`config.mk`:
```
export PLATFORM = sky130hd
export DESIGN_NAME = disp_scan_top
export DESIGN_NICKNAME = d
export VERILOG_FILES = /design/src/rtl/dsc_pkg.sv /design/src/rtl/dsc_slot_div.sv /design/src/rtl/dsc_scan_ctr.sv /design/src/rtl/dsc_wdog.sv /design/src/rtl/dsc_decode.sv /design/src/rtl/disp_scan_top.sv
export SDC_FILE = /design/constraint.sdc
export NUM_CORES = 1
export LEC_CHECK = 0
export ABC_AREA = 1
export BUFFER_PORTS_ARGS = -buffer_cell sky130_fd_sc_hd__buf_4
export CAP_MARGIN = 5
export CORE_MARGIN = 1.5
export CORE_UTILIZATION = 52
export DETAILED_ROUTE_END_ITERATION = 7
export GPL_TIMING_DRIVEN = 0
export HOLD_SLACK_MARGIN = 0.12
export PLACE_DENSITY = 0.92
export RECOVER_POWER = 50
export SYNTH_ARGS = -nofsm -noshare
export SYNTH_HDL_FRONTEND = slang
export SYNTH_HIERARCHICAL = 1
export SYNTH_SLANG_ARGS = --single-unit
```
`constraint.sdc`:
```
create_clock -name clk -period 2.7 [get_ports clk]
set_input_delay 0.27 -clock clk [delete_from_list [all_inputs] [get_ports clk]]
set_output_delay 0.27 -clock clk [all_outputs]
set_load 0.02 [all_outputs]
```
`src/rtl/dsc_pkg.sv`:
```
package dsc_pkg;
    localparam int SCAN_W      = 4;
    localparam int SCAN_STATES = 1 << SCAN_W;
    typedef logic [SCAN_W-1:0] scan_t;
endpackage

```
`src/rtl/dsc_slot_div.sv`:
```
module dsc_slot_div #(
    parameter int SLOT_DIV = 31250
) (
    input  logic clk,
    input  logic rst_n,
    input  logic run,
    output logic tick
);
    localparam int DIV_W = (SLOT_DIV > 1) ? $clog2(SLOT_DIV) : 1;
    localparam logic [DIV_W-1:0] LAST = DIV_W'(SLOT_DIV - 1);

    typedef struct packed {
        logic [DIV_W-1:0] cnt;
    } div_st_t;

    div_st_t st_d, st_q;

    always_comb begin
        st_d = st_q;
        tick = 1'b0;
        if (run) begin
            if (st_q.cnt == LAST) begin
                st_d.cnt = '0;
                tick     = 1'b1;
            end else begin
                st_d.cnt = st_q.cnt + 1'b1;
            end
        end
    end

    always_ff @(posedge clk) begin
        if (!rst_n) st_q <= '0;
        else        st_q <= st_d;
    end

    generate
        if (SLOT_DIV > 1) begin : g_spacing
            // slot enables never come back to back when a slot spans several clocks
            a_r1_tick_spacing: assert property (@(posedge clk) disable iff (!rst_n)
                tick |=> !tick);
        end
    endgenerate
endmodule

```
`src/rtl/dsc_scan_ctr.sv`:
```
module dsc_scan_ctr import dsc_pkg::*; (
    input  logic  clk,
    input  logic  rst_n,
    input  logic  step,
    output scan_t scan
);
    typedef struct packed {
        scan_t code;
    } ctr_st_t;

    ctr_st_t st_d, st_q;

    always_comb begin
        st_d = st_q;
        if (step) st_d.code = st_q.code + 1'b1;
    end

    always_ff @(posedge clk) begin
        if (!rst_n) st_q <= '0;
        else        st_q <= st_d;
    end

    assign scan = st_q.code;

    // the code only ever moves forward by one, wrapping 15 -> 0
    a_r1_scan_step: assert property (@(posedge clk) disable iff (!rst_n)
        !$stable(st_q.code) |-> (st_q.code == scan_t'($past(st_q.code) + 1'b1)));
endmodule

```
`src/rtl/dsc_wdog.sv`:
```
module dsc_wdog #(
    parameter int WDOG_TICKS = 550000
) (
    input  logic clk,
    input  logic rst_n,
    input  logic mark,
    output logic blank
);
    localparam int TMR_W = $clog2(WDOG_TICKS + 1);
    localparam logic [TMR_W-1:0] RELOAD = TMR_W'(WDOG_TICKS);

    typedef struct packed {
        logic             mark_seen;
        logic [TMR_W-1:0] tmr;
    } wd_st_t;

    wd_st_t st_d, st_q;
    logic   kick;

    always_comb begin
        st_d           = st_q;
        kick           = mark && !st_q.mark_seen;
        st_d.mark_seen = mark;
        if (kick) begin
            st_d.tmr = RELOAD;
        end else if (st_q.tmr != '0) begin
            st_d.tmr = st_q.tmr - 1'b1;
        end
    end

    always_ff @(posedge clk) begin
        if (!rst_n) st_q <= '0;
        else        st_q <= st_d;
    end

    assign blank = (st_q.tmr == '0);

    // a fresh frame mark releases the display on the next clock
    a_r8_kick_releases: assert property (@(posedge clk) disable iff (!rst_n)
        kick |=> !blank);
    // once dark, only a new frame mark can light the display again
    a_r10_dark_until_kick: assert property (@(posedge clk) disable iff (!rst_n)
        (blank && !kick) |=> blank);
endmodule

```
`src/rtl/dsc_decode.sv`:
```
module dsc_decode import dsc_pkg::*; #(
    parameter int NUM_DRV = 9,
    parameter int NUM_ROW = 6,
    parameter int SEG_W   = 8
) (
    input  scan_t                      scan,
    input  logic                       blank,
    input  logic [NUM_DRV*SEG_W-1:0]   slot_seg,
    output logic [NUM_DRV-1:0]         drv_sel_n,
    output logic [NUM_ROW-1:0]         row_sel_n,
    output logic [SEG_W-1:0]           seg_out,
    output logic                       mark
);
    localparam int    ROW_W     = (NUM_ROW > 1) ? $clog2(NUM_ROW) : 1;
    localparam scan_t MARK_CODE = scan_t'(NUM_DRV);

    logic [NUM_DRV-1:0]            drv_hit;
    logic [NUM_DRV-1:0][SEG_W-1:0] seg_mask;

    generate
        for (genvar k = 0; k < NUM_DRV; k++) begin : g_drv
            assign drv_hit[k]   = (scan == scan_t'(k)) && !blank;
            assign drv_sel_n[k] = ~drv_hit[k];
            assign seg_mask[k]  = drv_hit[k] ? slot_seg[k*SEG_W +: SEG_W] : '0;
        end
        for (genvar j = 0; j < NUM_ROW; j++) begin : g_row
            assign row_sel_n[j] = ~(scan[ROW_W-1:0] == ROW_W'(j));
        end
    endgenerate

    always_comb begin
        seg_out = '0;
        for (int k = 0; k < NUM_DRV; k++) begin
            seg_out = seg_out | seg_mask[k];
        end
    end

    assign mark = (scan == MARK_CODE);
endmodule

```
`src/rtl/disp_scan_top.sv`:
```
module disp_scan_top import dsc_pkg::*; #(
    parameter int SLOT_DIV   = 31250,
    parameter int WDOG_TICKS = 550000,
    parameter int NUM_DRV    = 9,
    parameter int NUM_ROW    = 6,
    parameter int SEG_W      = 8
) (
    input  logic                     clk,
    input  logic                     rst_n,
    input  logic                     scan_run,
    input  logic [NUM_DRV*SEG_W-1:0] slot_seg,
    output logic [SCAN_W-1:0]        scan_sel,
    output logic [NUM_DRV-1:0]       drv_sel_n,
    output logic [NUM_ROW-1:0]       row_sel_n,
    output logic [SEG_W-1:0]         seg_out,
    output logic                     blank
);
    logic  slot_tick;
    logic  frame_mark;
    scan_t scan_code;

    dsc_slot_div #(.SLOT_DIV(SLOT_DIV)) u_div (
        .clk   (clk),
        .rst_n (rst_n),
        .run   (scan_run),
        .tick  (slot_tick)
    );

    dsc_scan_ctr u_ctr (
        .clk   (clk),
        .rst_n (rst_n),
        .step  (slot_tick),
        .scan  (scan_code)
    );

    dsc_decode #(.NUM_DRV(NUM_DRV), .NUM_ROW(NUM_ROW), .SEG_W(SEG_W)) u_dec (
        .scan      (scan_code),
        .blank     (blank),
        .slot_seg  (slot_seg),
        .drv_sel_n (drv_sel_n),
        .row_sel_n (row_sel_n),
        .seg_out   (seg_out),
        .mark      (frame_mark)
    );

    dsc_wdog #(.WDOG_TICKS(WDOG_TICKS)) u_wdog (
        .clk   (clk),
        .rst_n (rst_n),
        .mark  (frame_mark),
        .blank (blank)
    );

    assign scan_sel = scan_code;

    // a stalled scan keeps its code
    a_r2_hold_when_stalled: assert property (@(posedge clk) disable iff (!rst_n)
        !$past(scan_run) |-> $stable(scan_sel));
    // never two drivers at once
    a_r3_one_driver: assert property (@(posedge clk) disable iff (!rst_n)
        $onehot0(~drv_sel_n));
    // idle slots leave every driver off
    a_r4_idle_slots_dark: assert property (@(posedge clk) disable iff (!rst_n)
        (scan_sel >= SCAN_W'(NUM_DRV)) |-> (&drv_sel_n && seg_out == '0));
    // at most one row strobe active
    a_r6_one_row: assert property (@(posedge clk) disable iff (!rst_n)
        $onehot0(~row_sel_n));
    // a blanked display drives nothing
    a_r10_blank_dark: assert property (@(posedge clk) disable iff (!rst_n)
        blank |-> (&drv_sel_n && seg_out == '0));
endmodule

```
# Word level (Yosys, flattened, before mapping)
# Index checks and enable logic that the tools add are counted.
# Widths: inputs -> output; s select.
[word_totals] ram_bits=0 rom_bits=0 wordCells=79 register_bits=40 n_memories=0 latchBits=0
[op_classes] n_div=0 bitwise_logic=24 n_mux=14 eq_ne=15 shifts=0 magnitude_cmp=0 n_mul=0 add_sub_neg=3 reduce_logical=18
[op_table] cell="$mux 8" count=9
[op_table] cell="$or 8x8->8" count=8
[op_table] cell="$mux 20" count=2
[op_table] cell="$logic_not 20->1" count=1
[op_table] cell="$reduce_bool 20->1" count=1
[op_table] cell="$sub 20x1->20 const B" count=1
[op_table] cell="$eq 4x3->1 const B" count=4
[op_table] cell="$not 1->1" count=16
[op_table] cell="$add 15x1->15 const B" count=1
[op_table] cell="$eq 15x15->1 const B" count=1
[op_table] cell="$mux 15" count=1
[op_table] cell="$logic_and 1x1->1" count=10
[op_table] cell="$eq 4x2->1 const B" count=2
[op_table] cell="$eq 4x4->1 const B" count=2
[op_table] cell="$eq 3x2->1 const B" count=2
[op_table] cell="$eq 3x3->1 const B" count=2
[op_table] cell="$add 4x1->4 const B" count=1
[op_table] cell="$eq 4x1->1 const B" count=1
[op_table] cell="$logic_not 4->1" count=1
[op_table] cell="$eq 3x1->1 const B" count=1
[op_table] cell="$logic_not 3->1" count=1
[op_table] cell="$logic_not 1->1" count=2
[op_table] cell="$mux 1" count=2
[op_table] cell="$reduce_bool 2->1" count=1
[op_table] cell="$reduce_or 2->1" count=1

# Logic depth before layout (Yosys ltp)
# Gate-level depths: netlist of the first run.
[depth] ltp_word=12 ltp_mapped=14 mapped_depth_nobuf=13

# Hierarchy
# The synthesis of the first run kept the hierarchy.
[by_module_without_submodules] module="dsc_wdog" cells_per_inst=180 area_each_um2=1258.7 seq_area_each_um2=420.4 n_inst=1
[by_module_without_submodules] module="dsc_decode" cells_per_inst=175 area_each_um2=919.6 seq_area_each_um2=0.0 n_inst=1
[by_module_without_submodules] module="dsc_slot_div" cells_per_inst=142 area_each_um2=888.4 seq_area_each_um2=300.3 n_inst=1
[by_module_without_submodules] module="dsc_scan_ctr" cells_per_inst=22 area_each_um2=166.4 seq_area_each_um2=80.1 n_inst=1

# Least setup slack after synthesis of the first run
# Ideal clock, no wire load.
[synth_timing] path_type="register to output" startpoint="reg u_wdog/st_q[0] in the netlist's numbering" endpoint="out seg_out[3]" arrival_ns=1.997 path_slack_ns=0.433 stages_incl_launch_ff=15 path_cell_list="dfxtp_1 inv_1 ha_1 nand3_1 nor2_1 nand3_4 inv_1 inv_2 nand3_4 inv_4 buf_6 nand3_1 nand2_1 nor2_1 nand2_1"
[synth_via] elab_chain_len=12 word_cells_on_any_way=28 classes_between="9 x mux; 8 x bitwise; 11 x reduce/logical"
[synth_lines] item="start: declaration" line_no="dsc_wdog.sv:17" source="wd_st_t st_d, st_q;"
[synth_lines] item="start signal: assignment" line_no="dsc_wdog.sv:33" source="else st_q <= st_d;"
[synth_lines] item="$logic_not 20->1 (*)" line_no="dsc_wdog.sv:36" source="assign blank = (st_q.tmr == '0);"
[synth_lines] item="named net blank" line_no="disp_scan_top.sv:16" source="output logic blank"
[synth_lines] item="$logic_not 1->1 (*)" line_no="dsc_decode.sv:22" source="assign drv_hit[k] = (scan == scan_t'(k)) && !blank;"
[synth_lines] item="$logic_and 1x1->1" line_no="dsc_decode.sv:22"
[synth_lines] item="$mux 8" line_no="dsc_decode.sv:24" source="assign seg_mask[k] = drv_hit[k] ? slot_seg[k*SEG_W +: SEG_W] : '0;"
[synth_lines] item="$or 8x8->8 (7 in a row)" line_no="dsc_decode.sv:34" source="seg_out = seg_out | seg_mask[k];"
[synth_lines] item="$or 8x8->8 (*)" line_no="dsc_decode.sv:34"
[synth_lines] item="end: declaration" line_no="disp_scan_top.sv:15" source="output logic [SEG_W-1:0] seg_out,"
# The timed path passes the listed nets; every way through them passes the cells marked *.

# Worst setup path after layout of the first run
[layout_timing] startpoint="reg u_wdog/st_q[0] in the netlist's numbering" endpoint="out seg_out[5]"
[layout_via] elab_chain_len=12 word_cells_on_any_way=28 classes_between="9 x mux; 8 x bitwise; 11 x reduce/logical"
[layout_lines] item="$logic_not 20->1 (*)" line_no="dsc_wdog.sv:36"
[layout_lines] item="$logic_not 1->1 (*)" line_no="dsc_decode.sv:22"
[layout_lines] item="$logic_and 1x1->1" line_no="dsc_decode.sv:22"
[layout_lines] item="$mux 8" line_no="dsc_decode.sv:24"
[layout_lines] item="$or 8x8->8 (7 in a row)" line_no="dsc_decode.sv:34"
[layout_lines] item="$or 8x8->8 (*)" line_no="dsc_decode.sv:34"
# Mark *: on every way between the ends. The rest lies on a longest branch, timed or not.

==> flow_metrics.env, run 1 <==
export IMPL_critPathRequiredTime_ps=2430
export IMPL_grt_max_degree=12
export IMPL_yosysSeqAreaShare_pct=24.77
export IMPL_regArea_um2=802.0
export IMPL_fillerInstances=509
export IMPL_fin_crit_sh_pct=95.64
export IMPL_startpoint_type="register"
export IMPL_wire_per_inst_um=13.50
export IMPL_gp_congestion=0.9087
export IMPL_vias=3769
export IMPL_antenna_found_initial=0
export IMPL_drt_iter0_drc=331
export IMPL_rr_endpoint="u_wdog/st_q[3]"
export IMPL_end_kind="output port"
export IMPL_cts_root_buffer="clkbuf_8"
export IMPL_power_density_nw_per_um2=708.8
export IMPL_grt_usage_pct=27.81
export IMPL_ys_warn_count=6
export IMPL_synthFlopType="dfxtp_1"
export IMPL_dr_pass1_iters=6
export IMPL_cts_max_level=2
export IMPL_syn_area_um2=3233
export IMPL_slowest_delay_ps=350
export IMPL_die_y_um=81.85
export IMPL_clock_skew_ps=6.406
export IMPL_path_clk_slew_ps=80
export IMPL_grt_overflow=0
export IMPL_whs_ps=230.4
export IMPL_io_pins=103
export IMPL_min_from="rst_n"
export IMPL_synth_top_area_cell="dfxtp_1"
export IMPL_cts_tree="built"
export IMPL_synthesis_nets=599
export IMPL_cp_data_arrival_time_ps=2310
export IMPL_die_w_um=81.85
export IMPL_ys_ff_latch=40
export IMPL_syn_inst=519
export IMPL_synthArstFlopShare_pct=0
export IMPL_numCtsBuffers=5
export IMPL_avgSynthCellArea_um2=6.229
export IMPL_dpl_cell_count=695
export IMPL_final_area_um2=4148
export IMPL_hold_depth=3
export IMPL_io_buffers=101
export IMPL_rsz0062_at_grt="false"
export IMPL_synth_top_cell_area_share_pct=24.77
export IMPL_cts_hold_buffers=0
export IMPL_hold_path_class="in2reg"
export IMPL_num_rows=28
export IMPL_insertion_delay_ps=300
export IMPL_dpl_cell_area_um2=4085
export IMPL_grt_pass1_vias=3268
export IMPL_min_to="u_wdog/st_q[20]"
export IMPL_max_freq_mhz=387.2
export IMPL_syn_to_final_growth_pct=28.29
export IMPL_tns_ps=0
export IMPL_slew_headroom_pct=51.83
export IMPL_fin_util_pct=69.64
export IMPL_crit_path_frequent_cell="inv_4"
export IMPL_slowest_stage="dfxtp_2"
export IMPL_synth_edff_count=0
export IMPL_worst_pin_slew_ps=719.9
export IMPL_peakVddDrop_mv=0.3872
export IMPL_design_die_area_um2=6699
export IMPL_finalCriticalPeriod_ps=2582
export IMPL_initial_core_util_pct=54.29
export IMPL_ctsLongestPathBuffers=2
export IMPL_path_max_fanout=10
export IMPL_path_class="reg2out"
export IMPL_power_leakage_nw=2.013
export IMPL_routed_wl_mm=9.521
export IMPL_antenna_left=0
export IMPL_yosysUniqueCellTypes=32
export IMPL_dpl_hpwl_mm=7.348
export IMPL_core_region_area_um2=5956
export IMPL_layout_cells_non_filler=705
export IMPL_outcome="complete, no violations"
export IMPL_cts_sinks=40
export IMPL_fin_nets=709
export IMPL_cp_cell_sequence="inv_2, ha_2, nand3_1, nor2_2, nand3_4, inv_4, inv_4, nand3_4, inv_4, buf_6, nand3_1, nand2_1, nor2_1, nand2_1, buf_4"
export IMPL_diodes=0
export IMPL_hold_violations=0
export IMPL_rr_worst_depth=10
export IMPL_r2r_slack_ps=400
export IMPL_viasPerCell=5.346
export IMPL_grt_pass1_wl_mm=14.52
export IMPL_drc_errors=0
export IMPL_multiInputGateArea_um2=2093
export IMPL_critPathLaunch="u_wdog/st_q[0]"
export IMPL_drive_gt1_share_pct=27.78
export IMPL_r2r_start="u_ctr/scan[0]"
export IMPL_max_cap_viol_count=0
export IMPL_slew_viol_final=0
export IMPL_synth_area_leaders="dfxtp_1 (25%), nand2_1 (17%), nor2_1 (10%), nand3_1 (7.4%), nand4_1 (6.2%)"
export IMPL_setup_violations=0
-- routing by layer --
layer  GRT usage, %  wire (um)  part of all wire [%]
met1          35.92       3877                    41
met2          45.74       4764                    50
met3          6.222        713                   7.5
met4          8.644        165                   1.7
met5              0          0                     0
-- worst max path at each step --
stage	end	slack, ps	depth (start not counted)
detailed placement	seg_out[3]	70	15
global route	seg_out[4]	20	15
floorplan	seg_out[3]	430	14
global placement	seg_out[1]	110	13
finish	seg_out[5]	120	15
CTS	seg_out[3]	50	15
-- cells in the mapped netlist (3+ instances only) --
master   instances
a21oi_1         14
buf_2            4
buf_4            3
buf_6            6
dfxtp_1         40
ha_1             5
inv_1           46
inv_2            5
nand2_1        145
nand2_2          8
nand3_1         48
nand3_2         12
nand4_1         32
nor2_1          87
nor2_2          18
nor2_4          10
o21ai_1          4
or2_1            3
xnor2_1          6
xor2_1           6
-- worst max-delay path: cells and delay by family, from the launching register on --
family | cells | cell delay, ps
buffers and inverters | 6 | 620
adder cells (fa/ha/maj) | 1 | 210
flip-flops | 1 | 350
AND/OR/NAND/NOR | 8 | 840
-- area by class of cell --
type                    count  area share [%]
clock buffers               8           2.172
well taps                  75           2.262
plain buffers              16           2.775
multi-input cells         411           50.47
repair buffers            103           18.10
flip-flops and latches     40           19.34
inverters                  52           4.887
-- through the flow --
stage / setup slack [ps] / total power, mW
after CTS: 51.96 / 2.912
after detailed placement: 69.30 / 2.453
final: 117.6 / 2.940
after global placement: 111.5 / 2.412
after global routing: 22.92 / 3.160
after floorplan: 433.1 / 2.055
-- placed cells by master (no fill, tap or decap), types with 4 or more instances in the layout --
master    instances
nand3_2          10
inv_2             4
nor2_4            8
clkbuf_8          6
buf_6             5
nand2_1         145
nor2_2           19
a21oi_1          14
xnor2_1           6
ha_1              4
xor2_1            6
buf_4           100
clkbuf_1         11
inv_1            44
nand2_2           8
nor2_1           88
nand3_1          50
nand4_1          32
dfxtp_1          39
-- logic make-up after synthesis --
family	Yosys count	share of synthesized area, %
flops	40	24.77
buf+inv	68	9.869
fa+ha+maj	5	1.935
xor+xnor	12	3.251
simple gates	374	57.08
compound gates	20	3.096
-- power breakdown --
group	total, mW	switching, mW	leakage (nW)	internal [mW]
Combinational	1.71	1.03	1.64	0.679
Sequential	0.819	0.119	0.326	0.700
Clock	0.415	0.207	0.0455	0.208
-- flip-flops by register name (all words and copies together), names as in the netlist --
signal       cells
u_wdog/st_q     21
u_ctr/scan       4
u_div/st_q      15
-- what timing repair did --
action	CTS	global route
resized for setup	7	6
setup buffers	1	1
pin swaps	0	3
setup endpoints to repair	8	8
Power figures use the tool's default switching activity.
==> inputs of run 2 (changes only) <==
==> constraint.sdc (replaced) <==
create_clock -name clk -period 2.7 [get_ports clk]
set_input_delay 0.54 -clock clk [delete_from_list [all_inputs] [get_ports clk]]
set_output_delay 0.54 -clock clk [all_outputs]
set_load 0.02 [all_outputs]
==> run 2 against run 1 <==
The run now ends with negative setup slack left. Via count is 7.8% higher. First-iteration DRC count is 43% higher. Clock power is 1% higher. Non-clock buffer count is 15 higher. Register-to-register slack better by 320 ps. Clock skew is 0.55 ps higher. Sequential power is 2% higher. Flip-flop and latch count stayed put.
==> flow_metrics.env, run 2 (same netlist as run 1, synthesis figures left out) <==
export IMPL_outcome="finished, violations left"
export IMPL_syn_to_final_growth_pct=39.94
export IMPL_dpl_hpwl_mm=7.348
export IMPL_violations="negative setup slack"
export IMPL_fin_crit_sh_pct=101.4
export IMPL_critPathLaunch="u_wdog/st_q[13]"
export IMPL_routed_wl_mm=10.96
export IMPL_p_sw_mw=1.484
export IMPL_mostFrequentLayoutCell="nand2_1"
export IMPL_grt_usage_pct=27.68
export IMPL_worst_pin_slew_ps=556.6
export IMPL_min_from="u_wdog/st_q[0]"
export IMPL_p_sw_share_pct=45.84
export IMPL_path_class="reg2out"
export IMPL_startpoint_type="register"
export IMPL_power_mw=3.238
export IMPL_grt_max_degree=12
export IMPL_vias=4063
export IMPL_place_ws_ps=-200.7
export IMPL_path_max_fanout=6
export IMPL_initial_core_util_pct=54.29
export IMPL_power_leakage_nw=2.173
export IMPL_path_clk_slew_ps=80
export IMPL_io_pins=103
export IMPL_viasPerCell=5.627
export IMPL_numCtsBuffers=5
export IMPL_num_rows=28
export IMPL_whs_ps=487.3
export IMPL_top_register="u_wdog/st_q"
export IMPL_insertion_delay_ps=300
export IMPL_clock_skew_ps=6.954
export IMPL_slowest_stage="dfxtp_2"
export IMPL_cp_data_arrival_time_ps=2200
export IMPL_slew_headroom_pct=62.90
export IMPL_clock_power_share_pct=13.0
export IMPL_design_die_area_um2=6699
export IMPL_wire_per_inst_um=15.18
export IMPL_slew_viol_final=0
export IMPL_core_region_area_um2=5956
export IMPL_grt_overflow=0
export IMPL_slowest_delay_ps=360
export IMPL_io_buffers=101
export IMPL_fillerInstances=417
export IMPL_finalCriticalPeriod_ps=2738
export IMPL_setup_ws_ps=-38.03
export IMPL_cts_root_buffer="clkbuf_8"
export IMPL_drc_errors=0
export IMPL_fin_util_pct=75.97
export IMPL_p_comb_share_pct=61.1
export IMPL_ctsLongestPathBuffers=2
export IMPL_final_area_um2=4524
export IMPL_power_density_nw_per_um2=715.7
export IMPL_setup_violations=7
export IMPL_pwr_share_seq_pct=25.9
export IMPL_hold_violations=0
export IMPL_die_y_um=81.85
export IMPL_gp_congestion=0.9087
export IMPL_dr_pass1_iters=5
export IMPL_hold_path_class="reg2reg"
export IMPL_grt_pass1_vias=3289
export IMPL_diodes=0
export IMPL_max_cap_viol_count=0
export IMPL_end_kind="output port"
export IMPL_peakVddDrop_mv=0.4529
export IMPL_cp_cell_sequence="nor2_1, nand2_1, nor2_2, nand3_4, inv_4, inv_8, nand3_4, inv_8, buf_8, nand3_2, nand2_1, nor2_2, nand2_1, buf_6"
export IMPL_r2r_start="u_ctr/scan[0]"
export IMPL_critPathRequiredTime_ps=2160
export IMPL_rsz0062_at_grt="true"
export IMPL_grt_pass1_wl_mm=14.49
export IMPL_antenna_found_initial=0
export IMPL_p_int_mw=1.754
export IMPL_max_freq_mhz=365.2
export IMPL_crit_path_frequent_cell="nand2_1"
export IMPL_fin_nets=726
export IMPL_largest_reg_flops=21
export IMPL_antenna_left=0
export IMPL_drt_iter0_drc=474
export IMPL_dpl_cell_area_um2=4085
export IMPL_die_w_um=81.85
export IMPL_mostFrequentLayoutCells="nand2_1 (143), buf_4 (109), nor2_1 (72)"
export IMPL_cts_tree="built"
export IMPL_drive_gt1_share_pct=35.55
export IMPL_cts_hold_buffers=0
export IMPL_cts_max_level=2
export IMPL_cts_sinks=40
-- run 2: final cells by class --
class	count	area, um^2	area share (%)
inverter	52	215.2	4.757
clock buffer	8	90.09	1.991
timing repair inverter	1	6.256	0.1383
buffer	16	133.9	2.959
tap	75	93.84	2.074
timing repair buffer	118	948.4	20.96
multi-input combinational	412	2227	49.23
sequential	40	809.5	17.89
-- run 2: worst max-delay path: cells and delay by family, from the launching register on --
| family | cells | cell delay (ps) |
|---|---|---|
| buffers and inverters | 5 | 480 |
| AND/OR/NAND/NOR | 9 | 1040 |
| flip-flops | 1 | 360 |
-- run 2: through the flow --
| step | instances | TNS (ps) |
|---|---|---|
| 3_5_place_dp | 695 | -1169 |
| 3_3_place_gp | 695 | -801.6 |
| 6_report | 722 | -112.9 |
| 5_1_grt | 722 | -677.6 |
| 2_1_floorplan | 519 | 0 |
| 4_1_cts | 705 | 0 |
-- run 2: what timing repair did --
action,CTS,global route
resized for setup,16,48
buffers inserted,2,13
setup endpoints to repair,16,8
pin swaps,3,30
cloned,0,4
-- run 2: worst paths after layout --
check,endpoint,slack (ps),cells past startpoint
worst max register to register,u_wdog/st_q[3],720,10
worst min register to register,u_wdog/st_q[0],490,1
worst max-delay path,seg_out[2],-40,14
worst min-delay path,u_wdog/st_q[0],490,1
-- run 2: metal layers --
metal	up-vias	global-route usage (%)	part of all wire (%)	wire, um
li1	1910	-	-	-
met1	1828	34.86	36	3994
met2	257	46.23	50	5428
met3	68	5.111	10	1102
met4	0	11.02	3.9	432
met5	-	0	0	0
-- run 2: power by group through the flow --
stage,Combinational (mW),Clock (mW),Sequential (mW)
2_1_floorplan,1.25,0,0.801
3_5_place_dp,1.63,0,0.826
4_1_cts,1.71,0.426,0.819
5_1_grt,2.16,0.447,0.847
3_3_place_gp,1.59,0,0.822
6_report,1.98,0.420,0.838
==> inputs of run 3 (changes only) <==
--- a/config.mk
+++ b/config.mk
@@ -7,7 +7,7 @@
 export LEC_CHECK = 0
 export ABC_AREA = 1
 export BUFFER_PORTS_ARGS = -buffer_cell sky130_fd_sc_hd__buf_4
-export CAP_MARGIN = 5
+export CAP_MARGIN = 30
 export CORE_MARGIN = 1.5
 export CORE_UTILIZATION = 52
 export DETAILED_ROUTE_END_ITERATION = 7
@@ -15,6 +15,7 @@
 export HOLD_SLACK_MARGIN = 0.12
 export PLACE_DENSITY = 0.92
 export RECOVER_POWER = 50
+export REMOVE_ABC_BUFFERS = 1
 export SYNTH_ARGS = -nofsm -noshare
 export SYNTH_HDL_FRONTEND = slang
 export SYNTH_HIERARCHICAL = 1
==> run 3 against run 2 <==
The flow still finishes with violations (negative setup slack). Critical path type unchanged. Flip-flop and latch count unchanged. Clock-buffer cell count decreased by 3. Sequential share of layout area increased by 0.42 points. Critical path depth unchanged. Fmax decreased by 1.6%. First-iteration DRC count increased by 15%. Non-clock buffer count decreased by 13. Worst hold slack improved by 8.9 ps. Power increased by 8.7%. Final area decreased by 2.8%. Worst setup slack got worse by 43 ps. Largest cell class unchanged.
==> flow_metrics.env, run 3 (same netlist as run 1, synthesis figures left out) <==
export IMPL_outcome="finished, violations left"
export IMPL_violations="negative setup slack"
export IMPL_fin_crit_sh_pct=103.0
export IMPL_antenna_found_initial=0
export IMPL_path_delay_family="simple AND/OR/NAND/NOR gates"
export IMPL_dpl_cell_area_um2=4000
export IMPL_slew_viol_final=0
export IMPL_cts_sinks=40
export IMPL_numCtsBuffers=5
export IMPL_tns_ps=-89.00
export IMPL_diodes=0
export IMPL_wire_per_inst_um=15.71
export IMPL_power_mw=3.519
export IMPL_drc_errors=0
export IMPL_dr_pass1_iters=5
export IMPL_grt_max_degree=38
export IMPL_crit_buf_inv=5
export IMPL_slowest_stage="dfxtp_2"
export IMPL_cts_root_buffer="clkbuf_8"
export IMPL_final_area_um2=4399
export IMPL_design_die_area_um2=6699
export IMPL_die_y_um=81.85
export IMPL_setup_ws_ps=-81.25
export IMPL_route_met3_wl_um=851
export IMPL_insertion_delay_ps=300
export IMPL_io_buffers=102
export IMPL_min_from="u_div/st_q[13]"
export IMPL_power_density_nw_per_um2=800.0
export IMPL_grt_pass1_vias=3402
export IMPL_worst_pin_slew_ps=567.4
export IMPL_grt_usage_pct=29.24
export IMPL_top_layer_used="met4"
export IMPL_hold_path_class="reg2reg"
export IMPL_startpoint_type="register"
export IMPL_cp_data_arrival_time_ps=2240
export IMPL_path_max_fanout=27
export IMPL_largest_reg_flops=21
export IMPL_setup_violations=2
export IMPL_fin_nets=713
export IMPL_grt_overflow=0
export IMPL_critPathRequiredTime_ps=2160
export IMPL_r2r_slack_ps=680
export IMPL_path_class="reg2out"
export IMPL_peakVddDrop_mv=0.5184
export IMPL_die_w_um=81.85
export IMPL_dpl_hpwl_mm=7.228
export IMPL_r2r_start="u_ctr/scan[0]"
export IMPL_cts_tree="built"
export IMPL_hold_violations=0
export IMPL_rr_worst_depth=9
export IMPL_cp_cell_sequence="inv_2, ha_4, nand3_4, nor2_4, nand3_4, clkinv_8, clkinv_16, nand3_4, inv_8, nand3_1, nand2_1, nor2_2, nand2_1, buf_4"
export IMPL_ctsLongestPathBuffers=2
export IMPL_cts_max_level=2
export IMPL_gp_congestion=0.9246
export IMPL_power_leakage_nw=2.111
export IMPL_drt_met1_wl_mm=4.246
export IMPL_grt_pass1_wl_mm=15.47
export IMPL_slew_headroom_pct=62.12
export IMPL_drt_iter0_drc=546
export IMPL_finalCriticalPeriod_ps=2781
export IMPL_min_to="u_div/st_q[13]"
export IMPL_hold_depth=2
export IMPL_max_freq_mhz=359.6
export IMPL_initial_core_util_pct=54.29
export IMPL_mostFrequentLayoutCells="nand2_1 (141), buf_4 (108), nor2_1 (79)"
export IMPL_fin_util_pct=73.87
export IMPL_top_register="u_wdog/st_q"
export IMPL_end_kind="output port"
export IMPL_num_rows=28
export IMPL_crit_path_frequent_cell="nand3_4"
export IMPL_max_cap_viol_count=0
export IMPL_slowest_delay_ps=340
export IMPL_vias=4023
export IMPL_viasPerCell=5.682
export IMPL_drive_gt1_share_pct=32.07
export IMPL_core_region_area_um2=5956
export IMPL_rr_endpoint="u_wdog/st_q[3]"
export IMPL_routed_wl_mm=11.12
export IMPL_path_clk_slew_ps=90
export IMPL_mostFrequentLayoutCell="nand2_1"
export IMPL_wl_met2_mm=5.705
export IMPL_syn_to_final_growth_pct=36.07
export IMPL_antenna_left=0
export IMPL_clock_skew_ps=12.88
export IMPL_io_pins=103
-- run 3: cell types whose count changed in the layout (fill, tap and decap cells not counted), sizes merged --
| cell | before | now |
|---|---|---|
| buf | 129 | 116 |
| clkbuf | 13 | 10 |
| clkinv | 0 | 3 |
| inv | 53 | 50 |
| bufinv | 0 | 2 |
-- run 3: how the worst max path moves through the flow --
stage / start / to / cells after the start
after floorplan: u_wdog/st_q[0] / seg_out[0] / 13
after global placement: u_wdog/st_q[0] / seg_out[1] / 14
after detailed placement: u_wdog/st_q[0] / seg_out[1] / 14
after CTS: u_wdog/st_q[10] / seg_out[1] / 14
after global routing: u_wdog/st_q[14] / seg_out[3] / 13
final: u_wdog/st_q[1] / seg_out[3] / 14
-- run 3: metrics by stage --
step                      hold slack (ps)  setup WS [ps]  instances
after CTS                           492.7          4.353        698
after global placement              468.0         -336.7        680
final                               496.2         -81.25        708
after floorplan                     455.2         -2.533        503
after detailed placement            481.9         -398.3        682
after global routing                518.6         -145.3        708
-- run 3: cell type report --
type                       instances  area, um^2
clock buffer                       5       68.82
clock inverter                     2       60.06
fill                             427        1556
inverter                          52       241.5
multi-input combinational        412        2195
sequential                        40       805.8
tap                               75       93.84
timing repair buffer             121       923.4
timing repair inverter             1       11.26
-- run 3: layer usage --
| layer | vias up | track usage (%) |
|---|---|---|
| met1 | 1845 | 36.65 |
| li1 | 1882 | - |
| met3 | 51 | 4.889 |
| met4 | 0 | 6.610 |
| met5 | - | 0 |
| met2 | 245 | 51.89 |
-- run 3: worst min-delay path: cells and delay by family, from the launching register on --
family / cells / cell delay [ps]
DFF: 1 / 310
and+or+nand+nor: 2 / 140
-- run 3: power breakdown --
part,internal [mW],switching [mW]
Clock,0.364,0.218
Sequential,0.705,0.137
Combinational,0.838,1.26
-- run 3: repair_timing --
action	CTS	global route
cloned	0	2
setup buffers	9	8
hold buffers	0	0
endpoints found under the setup margin	16	9
pin swaps	3	17
resized for setup	19	34
